File: config.mk
export PLATFORM = sky130hd
export DESIGN_NAME = hp_slot_ctrl
export DESIGN_NICKNAME = d
export VERILOG_FILES = /design/src/rtl/hp_slot_pkg.sv /design/src/rtl/hp_slot_ctl_reg.sv /design/src/rtl/hp_slot_sts_reg.sv /design/src/rtl/hp_slot_notify.sv /design/src/rtl/hp_slot_ctrl.sv
export SDC_FILE = /design/constraint.sdc
export NUM_CORES = 1
export LEC_CHECK = 0
export ABC_AREA = 1
export BUFFER_PORTS_ARGS = -buffer_cell sky130_fd_sc_hd__buf_2
export CAP_MARGIN = 10
export CORE_ASPECT_RATIO = 1.75
export CORE_MARGIN = 3
export CORE_UTILIZATION = 42
export CTS_CLUSTER_SIZE = 30
export DETAILED_ROUTE_END_ITERATION = 12
export GPL_TIMING_DRIVEN = 0
export PLACE_DENSITY = 0.85
export SYNTH_ARGS = -nofsm -noshare
export SYNTH_HDL_FRONTEND = slang
export SYNTH_SLANG_ARGS = --single-unit
File: constraint.sdc
create_clock -name clk_i -period 1.42 [get_ports clk_i]
set_clock_uncertainty 0.1 [all_clocks]
set_input_delay 0 -clock clk_i [delete_from_list [all_inputs] [get_ports clk_i]]
set_output_delay 0 -clock clk_i [all_outputs]
set_load 0.05 [all_outputs]
File: src/rtl/hp_slot_pkg.sv
package hp_slot_pkg;
  localparam int REG_W       = 16;
  localparam int N_EVT       = 3;
  // control register bit positions
  localparam int CTL_LOCK_TGL = 8;
  // status register bit positions
  localparam int ST_ABP  = 0;
  localparam int ST_PDC  = 1;
  localparam int ST_CC   = 2;
  localparam int ST_PRES = 8;
  localparam int ST_LOCK = 9;
  localparam logic [1:0] IND_OFF = 2'b11;

  // packed to match control bits [7:0]
  typedef struct packed {
    logic [1:0] pwr_ind;
    logic [1:0] attn_ind;
    logic       hp_int_en;
    logic       cc_en;
    logic       pdc_en;
    logic       abp_en;
  } slot_ctl_t;

  typedef enum logic {
    SEL_CTL = 1'b0,
    SEL_STS = 1'b1
  } reg_sel_e;
endpackage

File: src/rtl/hp_slot_ctl_reg.sv
module hp_slot_ctl_reg
  import hp_slot_pkg::*;
(
  input  logic             clk_i,
  input  logic             rst_ni,
  input  logic             wr_i,
  input  logic [1:0]       be_i,
  input  logic [REG_W-1:0] wdata_i,
  output slot_ctl_t        ctl_o,
  output logic             cmd_o,
  output logic             lock_tgl_o
);
  slot_ctl_t ctl_q;

  always_ff @(posedge clk_i or negedge rst_ni) begin
    if (!rst_ni) begin
      ctl_q <= '{pwr_ind: IND_OFF, attn_ind: IND_OFF, default: 1'b0};
    end else if (wr_i && be_i[0]) begin
      ctl_q <= slot_ctl_t'(wdata_i[7:0]);
    end
  end

  // any touched byte is one command
  assign cmd_o      = wr_i && (be_i != 2'b00);
  assign lock_tgl_o = wr_i && be_i[1] && wdata_i[CTL_LOCK_TGL];
  assign ctl_o      = ctl_q;
endmodule

File: src/rtl/hp_slot_sts_reg.sv
module hp_slot_sts_reg
  import hp_slot_pkg::*;
(
  input  logic             clk_i,
  input  logic             rst_ni,
  input  logic             wr_i,
  input  logic [1:0]       be_i,
  input  logic [REG_W-1:0] wdata_i,
  input  logic             cmd_i,
  input  logic             lock_tgl_i,
  input  logic             attn_btn_i,
  input  logic             cold_i,
  input  logic             ins_i,
  input  logic             rem_i,
  output logic [N_EVT-1:0] evt_o,
  output logic             present_o,
  output logic             lock_o,
  output logic             busy_o
);
  logic [N_EVT-1:0] evt_q, evt_set, evt_clr;
  logic             pres_q, lock_q;
  logic             ins_ok, rem_ok;

  assign busy_o = (ins_i || rem_i) && lock_q;
  assign ins_ok = ins_i && !lock_q;
  assign rem_ok = rem_i && !lock_q && !ins_i;

  always_comb begin
    evt_set         = '0;
    evt_set[ST_ABP] = attn_btn_i;
    evt_set[ST_PDC] = ins_ok || rem_ok;
    evt_set[ST_CC]  = cmd_i;
    evt_clr         = (wr_i && be_i[0]) ? wdata_i[N_EVT-1:0] : '0;
  end

  // set wins over a same-cycle clear
  for (genvar g = 0; g < N_EVT; g++) begin : g_evt
    always_ff @(posedge clk_i or negedge rst_ni) begin
      if (!rst_ni) evt_q[g] <= 1'b0;
      else         evt_q[g] <= evt_set[g] || (evt_q[g] && !evt_clr[g]);
    end
  end

  always_ff @(posedge clk_i or negedge rst_ni) begin
    if (!rst_ni) begin
      pres_q <= 1'b0;
      lock_q <= 1'b0;
    end else begin
      if (ins_ok || cold_i) pres_q <= 1'b1;
      else if (rem_ok)      pres_q <= 1'b0;
      if (lock_tgl_i)       lock_q <= !lock_q;
    end
  end

  assign evt_o     = evt_q;
  assign present_o = pres_q;
  assign lock_o    = lock_q;
endmodule

File: src/rtl/hp_slot_notify.sv
module hp_slot_notify
  import hp_slot_pkg::*;
#(
  parameter int NUM_INTX = 4,
  parameter int VEC_W    = 5,
  localparam int SEL_W   = (NUM_INTX > 1) ? $clog2(NUM_INTX) : 1
) (
  input  logic                clk_i,
  input  logic                rst_ni,
  input  slot_ctl_t           ctl_i,
  input  logic [N_EVT-1:0]    evt_i,
  input  logic                msix_en_i,
  input  logic                msi_en_i,
  input  logic [VEC_W-1:0]    vec_i,
  input  logic [SEL_W-1:0]    sel_i,
  output logic                msix_o,
  output logic                msi_o,
  output logic [VEC_W-1:0]    vec_o,
  output logic [NUM_INTX-1:0] intx_o
);
  logic [N_EVT-1:0] evt_en;
  logic cond, notify_q, chg, to_line;
  logic msix_q, msi_q;
  logic [VEC_W-1:0] vec_q;
  logic [NUM_INTX-1:0] intx_q;

  assign evt_en  = {ctl_i.cc_en, ctl_i.pdc_en, ctl_i.abp_en};
  assign cond    = ctl_i.hp_int_en && |(evt_i & evt_en);
  assign chg     = cond ^ notify_q;
  assign to_line = chg && !msix_en_i && !msi_en_i;

  always_ff @(posedge clk_i or negedge rst_ni) begin
    if (!rst_ni) begin
      notify_q <= 1'b0;
      msix_q   <= 1'b0;
      msi_q    <= 1'b0;
      vec_q    <= '0;
    end else begin
      notify_q <= cond;
      msix_q   <= chg && msix_en_i;
      msi_q    <= chg && !msix_en_i && msi_en_i;
      if (chg && (msix_en_i || msi_en_i)) vec_q <= vec_i;
    end
  end

  for (genvar g = 0; g < NUM_INTX; g++) begin : g_intx
    always_ff @(posedge clk_i or negedge rst_ni) begin
      if (!rst_ni)                              intx_q[g] <= 1'b0;
      else if (to_line && sel_i == SEL_W'(g))   intx_q[g] <= cond;
    end
  end

  assign msix_o = msix_q;
  assign msi_o  = msi_q;
  assign vec_o  = vec_q;
  assign intx_o = intx_q;
endmodule

File: src/rtl/hp_slot_ctrl.sv
module hp_slot_ctrl
  import hp_slot_pkg::*;
#(
  parameter int NUM_INTX = 4,
  parameter int VEC_W    = 5,
  localparam int SEL_W   = (NUM_INTX > 1) ? $clog2(NUM_INTX) : 1
) (
  input  logic                clk_i,
  input  logic                rst_ni,
  input  logic                reg_sel_i,
  input  logic                wr_en_i,
  input  logic [1:0]          byte_en_i,
  input  logic [15:0]         wdata_i,
  output logic [15:0]         rdata_o,
  input  logic                attn_btn_i,
  input  logic                cold_present_i,
  input  logic                insert_req_i,
  input  logic                remove_req_i,
  output logic                plug_busy_o,
  input  logic                msix_en_i,
  input  logic                msi_en_i,
  input  logic [VEC_W-1:0]    msg_num_i,
  input  logic [SEL_W-1:0]    intx_sel_i,
  output logic                msix_req_o,
  output logic                msi_req_o,
  output logic [VEC_W-1:0]    msg_vec_o,
  output logic [NUM_INTX-1:0] intx_o
);
  slot_ctl_t        ctl_w;
  logic             ctl_wr, sts_wr, cmd_w, tgl_w;
  logic [N_EVT-1:0] evt_w;
  logic             pres_w, lock_w;

  assign ctl_wr = wr_en_i && (reg_sel_e'(reg_sel_i) == SEL_CTL);
  assign sts_wr = wr_en_i && (reg_sel_e'(reg_sel_i) == SEL_STS);

  hp_slot_ctl_reg u_ctl (
    .clk_i      (clk_i),
    .rst_ni     (rst_ni),
    .wr_i       (ctl_wr),
    .be_i       (byte_en_i),
    .wdata_i    (wdata_i),
    .ctl_o      (ctl_w),
    .cmd_o      (cmd_w),
    .lock_tgl_o (tgl_w)
  );

  hp_slot_sts_reg u_sts (
    .clk_i      (clk_i),
    .rst_ni     (rst_ni),
    .wr_i       (sts_wr),
    .be_i       (byte_en_i),
    .wdata_i    (wdata_i),
    .cmd_i      (cmd_w),
    .lock_tgl_i (tgl_w),
    .attn_btn_i (attn_btn_i),
    .cold_i     (cold_present_i),
    .ins_i      (insert_req_i),
    .rem_i      (remove_req_i),
    .evt_o      (evt_w),
    .present_o  (pres_w),
    .lock_o     (lock_w),
    .busy_o     (plug_busy_o)
  );

  hp_slot_notify #(.NUM_INTX(NUM_INTX), .VEC_W(VEC_W)) u_ntf (
    .clk_i     (clk_i),
    .rst_ni    (rst_ni),
    .ctl_i     (ctl_w),
    .evt_i     (evt_w),
    .msix_en_i (msix_en_i),
    .msi_en_i  (msi_en_i),
    .vec_i     (msg_num_i),
    .sel_i     (intx_sel_i),
    .msix_o    (msix_req_o),
    .msi_o     (msi_req_o),
    .vec_o     (msg_vec_o),
    .intx_o    (intx_o)
  );

  always_comb begin
    rdata_o = '0;
    if (reg_sel_e'(reg_sel_i) == SEL_CTL) begin
      rdata_o[7:0] = ctl_w;
    end else begin
      rdata_o[N_EVT-1:0] = evt_w;
      rdata_o[ST_PRES]   = pres_w;
      rdata_o[ST_LOCK]   = lock_w;
    end
  end
endmodule

Word level (Yosys, flattened, before mapping)
Cells that the tools add are included.

Bits in registers: 25. Input bits: 35. Word-level logic and storage cells: 73. Output and inout bits: 28.

Reductions and logical operators: 42. Multiplexer cells: 6. Bitwise logic cells: 3. Equality and inequality tests: 3.

Operator list (count): 1-bit logical AND (24); 1-bit logical NOT (7); 1-bit logical OR (7); 3-bit two-way mux (2); 5-bit two-way mux (1); 2-bit == test, second input constant (2); 2-bit nonzero test (2); 3-bit AND (1); 3-bit OR reduction (1); 2-bit by 1-bit == test with 1-bit output, second input constant (1); 2-bit logical NOT (1); 1-bit two-way mux (2); 2-bit two-way mux (1); 1-bit inverter (1); 1-bit XOR (1).

Depth between registers and ports, before layout
Word-level depth: 7. Gate-level depth with buffers: 7. Gate-level depth less buffers: 7.

Modules after synthesis
From an unflattened synthesis, not the netlist that was laid out.

Cells, all modules: 166. Area, all modules: 1320.0 um2.

By module, submodules not included: hp_slot_notify (cells each 66, area an instance 575.6 um2, instances 1, seq. area each 300.3 um2); hp_slot_ctl_reg (cells each 39, area an instance 361.6 um2, instances 1, seq. area each 205.2 um2); hp_slot_sts_reg (cells each 25, area an instance 215.2 um2, instances 1, seq. area each 125.1 um2); hp_slot_ctrl (cells each 36, area an instance 167.7 um2, instances 1, seq. area each 0.0 um2).

Least setup slack after synthesis
No wires, ideal clock.

Path type: register -> output. Start point: register u_ctl.ctl_q, in the netlist u_ctl.ctl_o[4]. End point: output port rdata_o[4]. Required time: 1.320 ns. Arrival time: 1.179 ns. Setup slack: 0.141 ns. Path buffers: 0. Stages on the path, launching flop included: 3. Path through: dfstp_2 > inv_1 > nor2_1.

Cells in the longest elaborated chain, start to end: 1.

Ends and longest elaborated chain: start: declaration (line hp_slot_ctl_reg.sv:13) `slot_ctl_t ctl_q;`; start signal: assignment (line hp_slot_ctl_reg.sv:19) `ctl_q <= slot_ctl_t'(wdata_i[7:0]);`; 5-bit two-way mux (line hp_slot_ctrl.sv:83) `if (reg_sel_e'(reg_sel_i) == SEL_CTL) begin`; end: declaration (line hp_slot_ctrl.sv:14) `output logic [15:0] rdata_o,`.

Every way passes these cells.

Worst setup path in the final report
Start point: input port byte_en_i[1]. End point: register u_sts.evt_q[2], in the netlist u_sts.evt_o[2].

Cells in the longest elaborated chain, start to end: 3.

Ends and longest elaborated chain: start: declaration (line hp_slot_ctrl.sv:12) `input logic [1:0] byte_en_i,`; 2-bit nonzero test (line hp_slot_ctl_reg.sv:24) `assign cmd_o = wr_i && (be_i != 2'b00);`; 1-bit logical AND (line hp_slot_ctl_reg.sv:24); 1-bit logical OR (line hp_slot_sts_reg.sv:40) `else evt_q[g] <= evt_set[g] || (evt_q[g] && !evt_clr[g]);`; end signal: indexed assignment (line hp_slot_sts_reg.sv:40); end: declaration (line hp_slot_sts_reg.sv:20) `logic [N_EVT-1:0] evt_q, evt_set, evt_clr;`.

Every way passes these cells. A chain may end at the register's enable or synchronous reset.

==> results.md <==
- Status: complete, but fails checks
- Failing checks: negative hold slack
- Hold_ws: -0.0393 ns
- Layout cell share with drive strength beyond 1: 0.315
- Final Cycle Share: 0.963
- Setup CP Type: primary input to register
- Final setup fails: 0
- Power Density: 1580 mW/mm^2
- Port Buffer Count: 49
- Clk slew on worst S/H paths: 0.08 ns
- Initial antenna violation count: 0
- Synth Warn #: 0
- Mapped Cells: 149
- Placed inst area: 0.00152 mm^2
- Final Critical Period: 1.37 ns
- Die ar.: 0.00363 mm^2
- Post_cts resized: 0
- CP max FO: 2
- Clock Tree Buf Depth: 2
- IO Count: 63
- Sum Neg Setup Slack: 0 ns
- Ant diodes: 0
- Slowest cell delay on critical path: 0.58 ns
- Most instantiated cells after synthesis: 36 x nand2_1, 21 x dfrtp_1, 21 x inv_1
- DRT Wirelength: 2990 um
- Worst skew pair latency: 0.26 ns
- Worst Path Buf+Inv: 3
- Max-cap viol count: 0
- Worst reg-to-reg path cell count: 4
- Flops & latches, synth: 25
- Number of synthesized flops with an enable pin: 0
- Routed length per instance: 11.4 um
- Seq/Total Area, Yosys: 0.514
- GRT Util Overall: 0.187
- Vias in the first global route: 1,259
- Maximum vdd drop: 0.871 mV
- Fin. max-slew vios: 0
- Grt ovf: 0
- Post-Synthesis Cell Area: 0.00123 mm^2
- Async set or reset register ratio after synthesis: 1.00
- NumNets Final: 271
- Initial DRC Count: 9
- RSZ-0062 raised after global routing: no
- Crit path depth: 5
- Area contributors post-synth: dfrtp_1 43%, nand2_1 11%, dfstp_2 8.6%, inv_1 6.4%, nor2_1 5.2%
- Leading register cell type out of synthesis: dfrtp_1
- CTS Sinks: 25
- Number of buffers created by CTS: 3
- Via Count: 1,240
- H-Tree Depth: 1
- Slew @ Worst Pin: 0.529 ns
- Worst-path cell chain: dlygate4sd3_1, buf_2, nand3_1, dlygate4sd3_1, nand3_1
- Pin count of the biggest net entering global routing: 26
- Max Freq: 731 MHz
- Syn Area/Cell: 8.23 um^2
- Arr. time, crit path: 1.41 ns
- Finished Cell Area: 0.00185 mm^2
- Synth-to-Final Area Change: 50.9%
- Final antenna-violating net count: 0
- Worst hold path depth: 3
- First-pass GRT wire length: 5170 um
- Max_slew headroom: 0.647
- Die H: 77.5 um
- Root Driver: clkbuf_8
- CTS tree: done
- Pre-antenna DRT Iters: 4
- Tot Pwr: 2.92 mW
- Worst setup EP type: register
- Core area: 0.00275 mm^2
- Critical Path RT: 1.46 ns
- # rows: 25
- Most common cell in the synthesized netlist: nand2_1
- Library cells used by synthesis: 22
- Initial Utilization: 0.445
- Post-place setup slack: 0.151 ns
- Slowest CP cell: dlygate4sd3_1
- Final hold violation count: 1
- Pleak: 1.03 nW
- Detailed Place HPWL: 1990 um
- Synth top area share: 0.429
- Post-CTS Repair Setup Buffers: 0
- Leading area contributor after synthesis: dfrtp_1
- DRC: 0
- Fin worst setup slack: 0.0528 ns
- Worst setup SP type: primary input
- Die X: 46.8 um
- Cell type group with the largest total delay on the critical path: buffers and inverters
- Hold crit path type: primary input to register
- Vias/cell: 4.73
- Gp weighted congestion: 0.711
## worst min-delay path: stages
cell	delay, ns
buf_2	0.12
nand4_1	0.10
xor2_1	0.06
## registers in the layout, summed over array words and instances (netlist names)
signal and count:
u_ctl.ctl_o 8, u_ntf.intx_o 4, u_ntf.msi_o 1, u_ntf.msix_o 1
u_ntf.notify_q 1, u_ntf.vec_o 5, u_sts.evt_o 3, u_sts.lock_o 1
u_sts.present_o 1
## final timing paths
| check | from | endpoint | slack (ns) |
|---|---|---|---|
| max | byte_en_i[1] | u_sts.evt_o[2] | 0.05 |
| min | wr_en_i | u_sts.lock_o | -0.04 |
| max reg2reg | u_sts.lock_o | u_sts.evt_o[1] | 0.09 |
| min reg2reg | u_ctl.ctl_o[7] | u_ctl.ctl_o[7] | 0.38 |
| max in group asynchronous | rst_ni | u_ctl.ctl_o[6] | 0.70 |
| min in group asynchronous | rst_ni | u_ntf.intx_o[1] | 0.16 |
## power breakdown
group | leakage [nW] | switching (mW) | internal, mW
clock network | 0.0255 | 0.205 | 0.195
registers | 0.290 | 0.110 | 0.930
logic | 0.714 | 1.10 | 0.383
## cells by family after synthesis
| family | synth area share |
|---|---|
| AOI/OAI and AO/OA | 0.0776 |
| xor gates and xnor gates | 0.00714 |
| buffers and inverters | 0.117 |
| DFF | 0.514 |
| other | 0.00306 |
| and+or+nand+nor | 0.281 |
## routing by layer
layer  routed length (um)  share of wire  track usage  vias up
met5                    0              0            0        -
met4                   51          0.017       0.0582        0
met3                  156          0.052       0.0232        4
met2                 1690           0.56        0.356       35
met1                 1100           0.37        0.193      573
li1                     -              -            -      628
## layout by cell type, fill, tap and decap left out
cell type	netlist	layout
xor2_1	1	1
nand4_1	9	9
nand3b_4	1	1
inv_2	3	3
buf_2	1	50
dlygate4sd3_1	0	28
inv_1	21	21
a21oi_1	5	5
nor2_2	1	1
clkinv_2	0	1
nand2_1	36	36
nand3_2	3	3
buf_4	6	6
o21ai_1	10	10
clkbuf_8	0	3
dfrtp_1	21	21
nor2_1	17	17
clkbuf_1	1	1
nand2_4	1	1
o21ai_0	2	2
a221o_1	1	1
nand3_1	3	3
dfstp_2	4	4
nand2_2	1	1
conb_1	1	6
## per-stage QoR
stage,hold WS [ns],utilization,std cells
finish,-0.0393,0.672,262
global route,0.00520,0.672,262
CTS,0.0294,0.676,263
detailed placement,-0.0835,0.554,230
global placement,-0.0808,0.554,230
floorplan,-0.396,-,154
## cell type report
cell class / instances / area, um^2
Buffer: 8 / 53.8
Clock buffer: 3 / 41.3
Clock inverter: 1 / 5.00
Fill cell: 240 / 902
Inverter: 24 / 90.1
Multi-Input combinational cell: 97 / 470
Sequential cell: 25 / 631
Tap cell: 27 / 33.8
Timing Repair Buffer: 77 / 526
## what timing repair did
item | 4_1_cts | 5_1_grt
hold endpoints to repair | 49 | 0
hold buffers | 29 | 0
endpoints found under the setup margin | 0 | 1
Note: power is estimated with default switching activity, not from simulation.
